## src/rtl/sarc_pkg.sv

```systemverilog
package sarc_pkg;
    typedef enum logic [1:0] {
        PH_IDLE   = 2'd0,
        PH_SETTLE = 2'd1,
        PH_SAMPLE = 2'd2,
        PH_CONV   = 2'd3
    } sarc_phase_e;
endpackage

```

## src/rtl/sarc_phase_timer.sv

```systemverilog
// Down counter that measures the length of the settling and sample phases.
module sarc_phase_timer #(
    parameter int CNT_W = 5
) (
    input  logic             clk,
    input  logic             rst_n,
    input  logic             load_i,
    input  logic [CNT_W-1:0] len_i,
    output logic             last_o
);
    typedef struct packed {
        logic [CNT_W-1:0] cnt;
    } tmr_t;

    tmr_t st_d, st_q;

    always_comb begin
        st_d = st_q;
        if (load_i)
            st_d.cnt = len_i;
        else if (st_q.cnt != '0)
            st_d.cnt = st_q.cnt - 1'b1;
    end

    always_ff @(posedge clk or negedge rst_n) begin
        if (!rst_n) st_q <= '0;
        else        st_q <= st_d;
    end

    assign last_o = (st_q.cnt == CNT_W'(1));

    // once a phase has reached its last cycle, the counter is idle unless reloaded
    assert_timer_drains_R3: assert property (@(posedge clk) disable iff (!rst_n)
        (last_o && !load_i) |=> (st_q.cnt == '0));
endmodule

```

## src/rtl/sarc_approx_reg.sv

```systemverilog
// Bit-serial approximation register: one comparator decision per cycle, MSB first.
module sarc_approx_reg #(
    parameter int RES_W = 10
) (
    input  logic             clk,
    input  logic             rst_n,
    input  logic             clear_i,
    input  logic             step_i,
    input  logic             cmp_i,
    output logic [RES_W-1:0] trial_o,
    output logic [RES_W-1:0] final_o,
    output logic             last_o
);
    typedef struct packed {
        logic [RES_W-1:0] acc;
        logic [RES_W-1:0] probe;
    } sar_t;

    localparam logic [RES_W-1:0] TOP_BIT = {1'b1, {(RES_W-1){1'b0}}};

    sar_t st_d, st_q;

    always_comb begin
        st_d = st_q;
        if (clear_i) begin
            st_d.acc   = '0;
            st_d.probe = TOP_BIT;
        end else if (step_i) begin
            if (cmp_i) st_d.acc = st_q.acc | st_q.probe;
            st_d.probe = st_q.probe >> 1;
        end
    end

    always_ff @(posedge clk or negedge rst_n) begin
        if (!rst_n) st_q <= '0;
        else        st_q <= st_d;
    end

    assign trial_o = st_q.acc | st_q.probe;
    assign final_o = cmp_i ? trial_o : st_q.acc;
    assign last_o  = step_i && st_q.probe[0];

    // exactly one bit is under test in each stepping cycle
    assert_single_probe_R4: assert property (@(posedge clk) disable iff (!rst_n)
        step_i |-> $onehot(st_q.probe));
    // bits already resolved never change while stepping
    assert_kept_bits_R4: assert property (@(posedge clk) disable iff (!rst_n)
        (step_i && !st_q.probe[0]) |=> ((st_q.acc & ~($past(st_q.probe) | st_q.probe)) == ($past(st_q.acc) & ~$past(st_q.probe))));
endmodule

```

## src/rtl/sarc_ctrl.sv

```systemverilog
// Conversion sequencer: settling, sample and approximation phases, result handoff.
module sarc_ctrl #(
    parameter int RES_W       = 10,
    parameter int CH_W        = 5,
    parameter int SETTLE_CYC  = 2,
    parameter int SAMPLE_BASE = 2
) (
    input  logic             clk,
    input  logic             rst_n,
    input  logic             halt_i,
    input  logic             start_i,
    input  logic [CH_W-1:0]  chan_i,
    input  logic [1:0]       stime_i,
    input  logic             bypass_i,
    input  logic             cmp_i,
    output logic [CH_W-1:0]  chan_o,
    output logic             amp_en_o,
    output logic             sample_o,
    output logic [RES_W-1:0] trial_o,
    output logic             busy_o,
    output logic [RES_W-1:0] result_o,
    output logic             eoc_o,
    output logic             err_o
);
    import sarc_pkg::*;

    localparam int SAMPLE_MAX = SAMPLE_BASE << 3;
    localparam int CNT_W      = $clog2(SAMPLE_MAX + 1);

    typedef struct packed {
        sarc_phase_e      phase;
        logic [CH_W-1:0]  chan;
        logic [1:0]       stime;
        logic [RES_W-1:0] res;
        logic             eoc;
        logic             err;
    } ctrl_t;

    ctrl_t st_d, st_q;

    logic             t_load, t_last;
    logic [CNT_W-1:0] t_len;
    logic             s_clear, s_step, s_last;
    logic [RES_W-1:0] s_trial, s_final;

    function automatic logic [CNT_W-1:0] sample_len(input logic [1:0] code);
        return CNT_W'(SAMPLE_BASE) << code;
    endfunction

    always_comb begin
        st_d     = st_q;
        st_d.eoc = 1'b0;
        t_load   = 1'b0;
        t_len    = '0;
        s_clear  = 1'b0;
        unique case (st_q.phase)
            PH_IDLE: begin
                if (start_i && !halt_i) begin
                    st_d.chan  = chan_i;
                    st_d.stime = stime_i;
                    t_load     = 1'b1;
                    if (bypass_i) begin
                        st_d.phase = PH_SAMPLE;
                        t_len      = sample_len(stime_i);
                    end else begin
                        st_d.phase = PH_SETTLE;
                        t_len      = CNT_W'(SETTLE_CYC);
                    end
                end
            end
            PH_SETTLE: begin
                if (t_last) begin
                    st_d.phase = PH_SAMPLE;
                    t_load     = 1'b1;
                    t_len      = sample_len(st_q.stime);
                end
            end
            PH_SAMPLE: begin
                if (t_last) begin
                    st_d.phase = PH_CONV;
                    s_clear    = 1'b1;
                end
            end
            PH_CONV: begin
                if (s_last) begin
                    st_d.phase = PH_IDLE;
                    st_d.res   = s_final;
                    st_d.eoc   = 1'b1;
                end
            end
            default: st_d.phase = PH_IDLE;
        endcase
        if (st_q.phase != PH_IDLE) begin
            if (start_i) st_d.err = 1'b1;
            if (halt_i) begin
                st_d.phase = PH_IDLE;
                st_d.res   = st_q.res;
                st_d.eoc   = 1'b0;
            end
        end
    end

    always_ff @(posedge clk or negedge rst_n) begin
        if (!rst_n) st_q <= '0;
        else        st_q <= st_d;
    end

    assign s_step = (st_q.phase == PH_CONV);

    sarc_phase_timer #(.CNT_W(CNT_W)) u_timer (
        .clk    (clk),
        .rst_n  (rst_n),
        .load_i (t_load),
        .len_i  (t_len),
        .last_o (t_last)
    );

    sarc_approx_reg #(.RES_W(RES_W)) u_sar (
        .clk     (clk),
        .rst_n   (rst_n),
        .clear_i (s_clear),
        .step_i  (s_step),
        .cmp_i   (cmp_i),
        .trial_o (s_trial),
        .final_o (s_final),
        .last_o  (s_last)
    );

    assign chan_o   = st_q.chan;
    assign amp_en_o = (st_q.phase == PH_SETTLE);
    assign sample_o = (st_q.phase == PH_SAMPLE);
    assign busy_o   = (st_q.phase != PH_IDLE);
    assign trial_o  = s_step ? s_trial : '0;
    assign result_o = st_q.res;
    assign eoc_o    = st_q.eoc;
    assign err_o    = st_q.err;

    assert_start_busy_R1: assert property (@(posedge clk) disable iff (!rst_n)
        (start_i && !busy_o && !halt_i) |=> (busy_o && chan_o == $past(chan_i)));
    assert_phase_excl_R2: assert property (@(posedge clk) disable iff (!rst_n)
        $onehot0({amp_en_o, sample_o, s_step}));
    assert_result_hold_R5: assert property (@(posedge clk) disable iff (!rst_n)
        !eoc_o |-> $stable(result_o));
    assert_eoc_single_R6: assert property (@(posedge clk) disable iff (!rst_n)
        eoc_o |-> (!busy_o && !$past(eoc_o)));
    assert_err_sticky_R7: assert property (@(posedge clk) disable iff (!rst_n)
        err_o |=> err_o);
    assert_busy_start_flag_R7: assert property (@(posedge clk) disable iff (!rst_n)
        (busy_o && start_i) |=> (err_o && chan_o == $past(chan_o)));
    assert_halt_blocks_R8: assert property (@(posedge clk) disable iff (!rst_n)
        (halt_i && !busy_o) |=> (!busy_o && err_o == $past(err_o)));
    assert_halt_abort_R9: assert property (@(posedge clk) disable iff (!rst_n)
        (halt_i && busy_o) |=> (!busy_o && !eoc_o));
endmodule

```

## config.mk

```make
export PLATFORM = sky130hd
export DESIGN_NAME = sarc_ctrl
export DESIGN_NICKNAME = d
export VERILOG_FILES = /design/src/rtl/sarc_pkg.sv /design/src/rtl/sarc_phase_timer.sv /design/src/rtl/sarc_approx_reg.sv /design/src/rtl/sarc_ctrl.sv
export SDC_FILE = /design/constraint.sdc
export NUM_CORES = 1
export LEC_CHECK = 0
export BUFFER_PORTS_ARGS = -buffer_cell sky130_fd_sc_hd__buf_2
export CAP_MARGIN = 10
export CELL_PAD_IN_SITES_DETAIL_PLACEMENT = 2
export CELL_PAD_IN_SITES_GLOBAL_PLACEMENT = 2
export CORE_MARGIN = 1
export CORE_UTILIZATION = 35
export DETAILED_ROUTE_END_ITERATION = 16
export PLACE_DENSITY = 0.85
export SETUP_SLACK_MARGIN = 0.3
export SLEW_MARGIN = 20
export SYNTH_ARGS = -nofsm -noshare
export SYNTH_HDL_FRONTEND = slang
export SYNTH_HIERARCHICAL = 1
export SYNTH_SLANG_ARGS = --single-unit
```

## constraint.sdc

```tcl
create_clock -name clk -period 3 [get_ports clk]
set_input_delay 0.6 -clock clk [delete_from_list [all_inputs] [get_ports clk]]
set_output_delay 0.6 -clock clk [all_outputs]
set_load 0.01 [all_outputs]
```

==> impl_metrics.tcl <==
set metrics [dict create \
    finish.instance_area_mm2 0.00267 \
    grt_util_met1 0.216 \
    synth_edf_count 0 \
    num_rows 29 \
    crit_type "reg -> reg" \
    grt_first_pass_wirelength_mm 9.69 \
    clk_pin_slew_ns 0.09 \
    cp.arrival_ns 2.19 \
    synth_seq_cells 46 \
    synthArstFlopShare 1.00 \
    worst_r2r_path_depth 7 \
    drc 0 \
    crit_fanout 9 \
    multi_input_area_mm2 0.00102 \
    power_frac_seq 0.456 \
    post_drt_via_cell_ratio 5.21 \
    ant_nets 0 \
    cp-start-kind "flop" \
    hpwl_mm 4.03 \
    final_nets 262 \
    wl_mm 5.58 \
    rsz0062_at_grt "no" \
    finalSetupTns_ns 0 \
    yosys_warnings 6 \
    gpl.final_weighted_congestion 0.763 \
    maxCapViolations 0 \
    htreeDepth 2 \
    detail_route.wl_per_cell_um 17.2 \
    synth-main-ff-cell "dfrtp_1" \
    drv_slew 0 \
    period_needed_ns 2.00 \
    grt_usage 0.175 \
    ctsHoldBuffers 0 \
    ioPinCount 43 \
    area_growth_pct 11.6 \
    cts_resized 0 \
    reg2reg_from "u_timer/st_q[1]" \
    syn_inst 218 \
    clockBufferDepth 2 \
    grt_pass1_vias 1873 \
    die_y_um 84.7 \
    max_slew_margin 0.538 \
    setup-violations-final 0 \
    fp.dieW_um 84.7 \
    start_util 0.371 \
    antenna_cells 0 \
    clock.fmax_ghz 0.500 \
    hold_path.class "in -> async" \
    finalHoldViolCount 0 \
    pwr-share-clk 0.255 \
    avgSynthCellArea_um2 11.0 \
    end_kind "flop" \
    combPwrFrac 0.290 \
    drive_gt1_frac 0.387 \
    busiest_layer "met2" \
    grt_max_degree 31 \
    clk_latency_ns 0.30 \
    cts_tree "yes" \
    grt_overflow 0 \
    grt_use_met3 0.0344 \
    dieArea_mm2 0.00717 \
    ys_seq_area_frac 0.481 \
    post_cts_buffers 0 \
    power_leakage_uw 0.00147 \
    swShare 0.326 \
    grtUsageMet2 0.310 \
    place_area_mm2 0.00256 \
    core_mm2 0.00646 \
    r2r_end "u_timer/st_q[1]" \
    cts_buffers 5 \
    first_pass_iters 6 \
    num_vias 1694 \
    netlist-cell-type-count 38 \
    power_switching_uw 597 \
    reg2reg_slack_ns 1.0 \
    root_buffer "clkbuf_8" \
    skew_ns 0.00404 \
    p_per_area_mw_per_mm2 687 \
    drt-initial-drc-count 56 \
    io_buffers 42 \
    final.fill_count 720 \
    outcome "finished, final reports clean" \
    required_ns 3.19 \
    cts_sinks 46 \
    syn-cell-area_mm2 0.00239 \
    antenna_found_initial 0 \
    peakVddDrop_mv 0.279 \
    seq_area_mm2 0.00115 \
    tightest_slew_ns 0.693 \
    period_share 0.667 \
    syn_nets 233 \
    layout_commonest_cell "dfrtp_1" \
    layout_common_cells "46 x dfrtp_1, 42 x buf_2, 21 x nor2_1" \
    p_int_uw 1240 \
]
==> through the flow <==
| step | setup slack [ns] | power [uW] | instances | utilization | hold WS (ns) |
|---|---|---|---|---|---|
| 2_1_floorplan | 0.881 | 1230 | 218 | - | 0.304 |
| 6_report | 0.999 | 1830 | 325 | 0.414 | 0.338 |
| 5_1_grt | 0.839 | 1950 | 325 | 0.414 | 0.386 |
| 3_3_place_gp | 1.13 | 1340 | 317 | 0.397 | 0.445 |
| 4_1_cts | 0.976 | 1870 | 325 | 0.414 | 0.363 |
| 3_5_place_dp | 1.00 | 1390 | 317 | 0.397 | 0.456 |
==> state kept, by name, indices dropped and copies added (netlist names) <==
register      count
chan_o            5
result_o         10
st_q              4
u_timer/st_q      5
eoc_o             1
err_o             1
u_sar/st_q       20
==> critical path, stage by stage, from the launching register on <==
cell,delay [ns]
dfrtp_1,0.39
inv_1,0.10
ha_1,0.14
nor4b_1,0.28
buf_4,0.21
and3b_1,0.20
or2_2,0.22
mux2_2,0.35
==> logic make-up (layout without fill, tap and decap cells) <==
kind of cell,Yosys count,after routing,share of synthesized area
buffers and inverters,34,64,0.0925
other,1,1,0.00157
flip-flops,46,46,0.481
AO/OA/AOI/OAI,38,38,0.110
XOR/XNOR,2,2,0.00732
adder cells (fa/ha/maj),2,2,0.0105
AND/OR/NAND/NOR,65,65,0.161
multiplexers,30,30,0.136
==> per-layer routing <==
| layer | vias up | wire length (um) |
|---|---|---|
| met2 | 35 | 2880 |
| met3 | 5 | 178 |
| met5 | - | 0 |
| met1 | 860 | 2450 |
| met4 | 0 | 67 |
| li1 | 794 | - |
==> power groups by stage <==
| stage | registers, uW | logic [uW] | clock network [uW] |
|---|---|---|---|
| 3_5_place_dp | 848 | 543 | 0 |
| 6_report | 836 | 531 | 467 |
| 4_1_cts | 836 | 545 | 488 |
| 2_1_floorplan | 816 | 416 | 0 |
| 3_3_place_gp | 833 | 509 | 0 |
| 5_1_grt | 855 | 594 | 501 |
==> how the worst max path moves through the flow <==
stage,start,end,depth (start not counted)
after floorplan,u_timer/st_q[1],u_timer/st_q[1],7
after global placement,halt_i,u_timer/st_q[1],5
after detailed placement,u_timer/st_q[1],u_timer/st_q[1],7
after CTS,u_timer/st_q[1],u_timer/st_q[1],7
after global routing,u_timer/st_q[1],u_timer/st_q[1],7
final,u_timer/st_q[1],u_timer/st_q[1],7
==> synthesized netlist by cell type (3+ instances only) <==
library cell,n,share of area
buf_6,4,0.019
o31ai_1,3,0.0094
buf_4,16,0.050
nor2_1,21,0.033
buf_2,3,0.0063
a31oi_1,10,0.026
a21o_1,12,0.038
mux2_2,20,0.094
inv_1,6,0.0094
nand2_1,7,0.011
clkbuf_1,4,0.0063
and3_1,10,0.026
o21ai_0,6,0.013
or2_2,12,0.031
dfrtp_1,46,0.48
mux2i_1,10,0.042
==> cell type report <==
cell class | instances | share of cell area
clock inverter | 2 | 0.0141
inverter | 6 | 0.00843
multi-input combinational | 138 | 0.382
tap | 77 | 0.0361
sequential | 46 | 0.431
clock buffer | 6 | 0.0272
timing repair buffer | 50 | 0.101
Note: power is estimated with default switching activity, not from simulation.
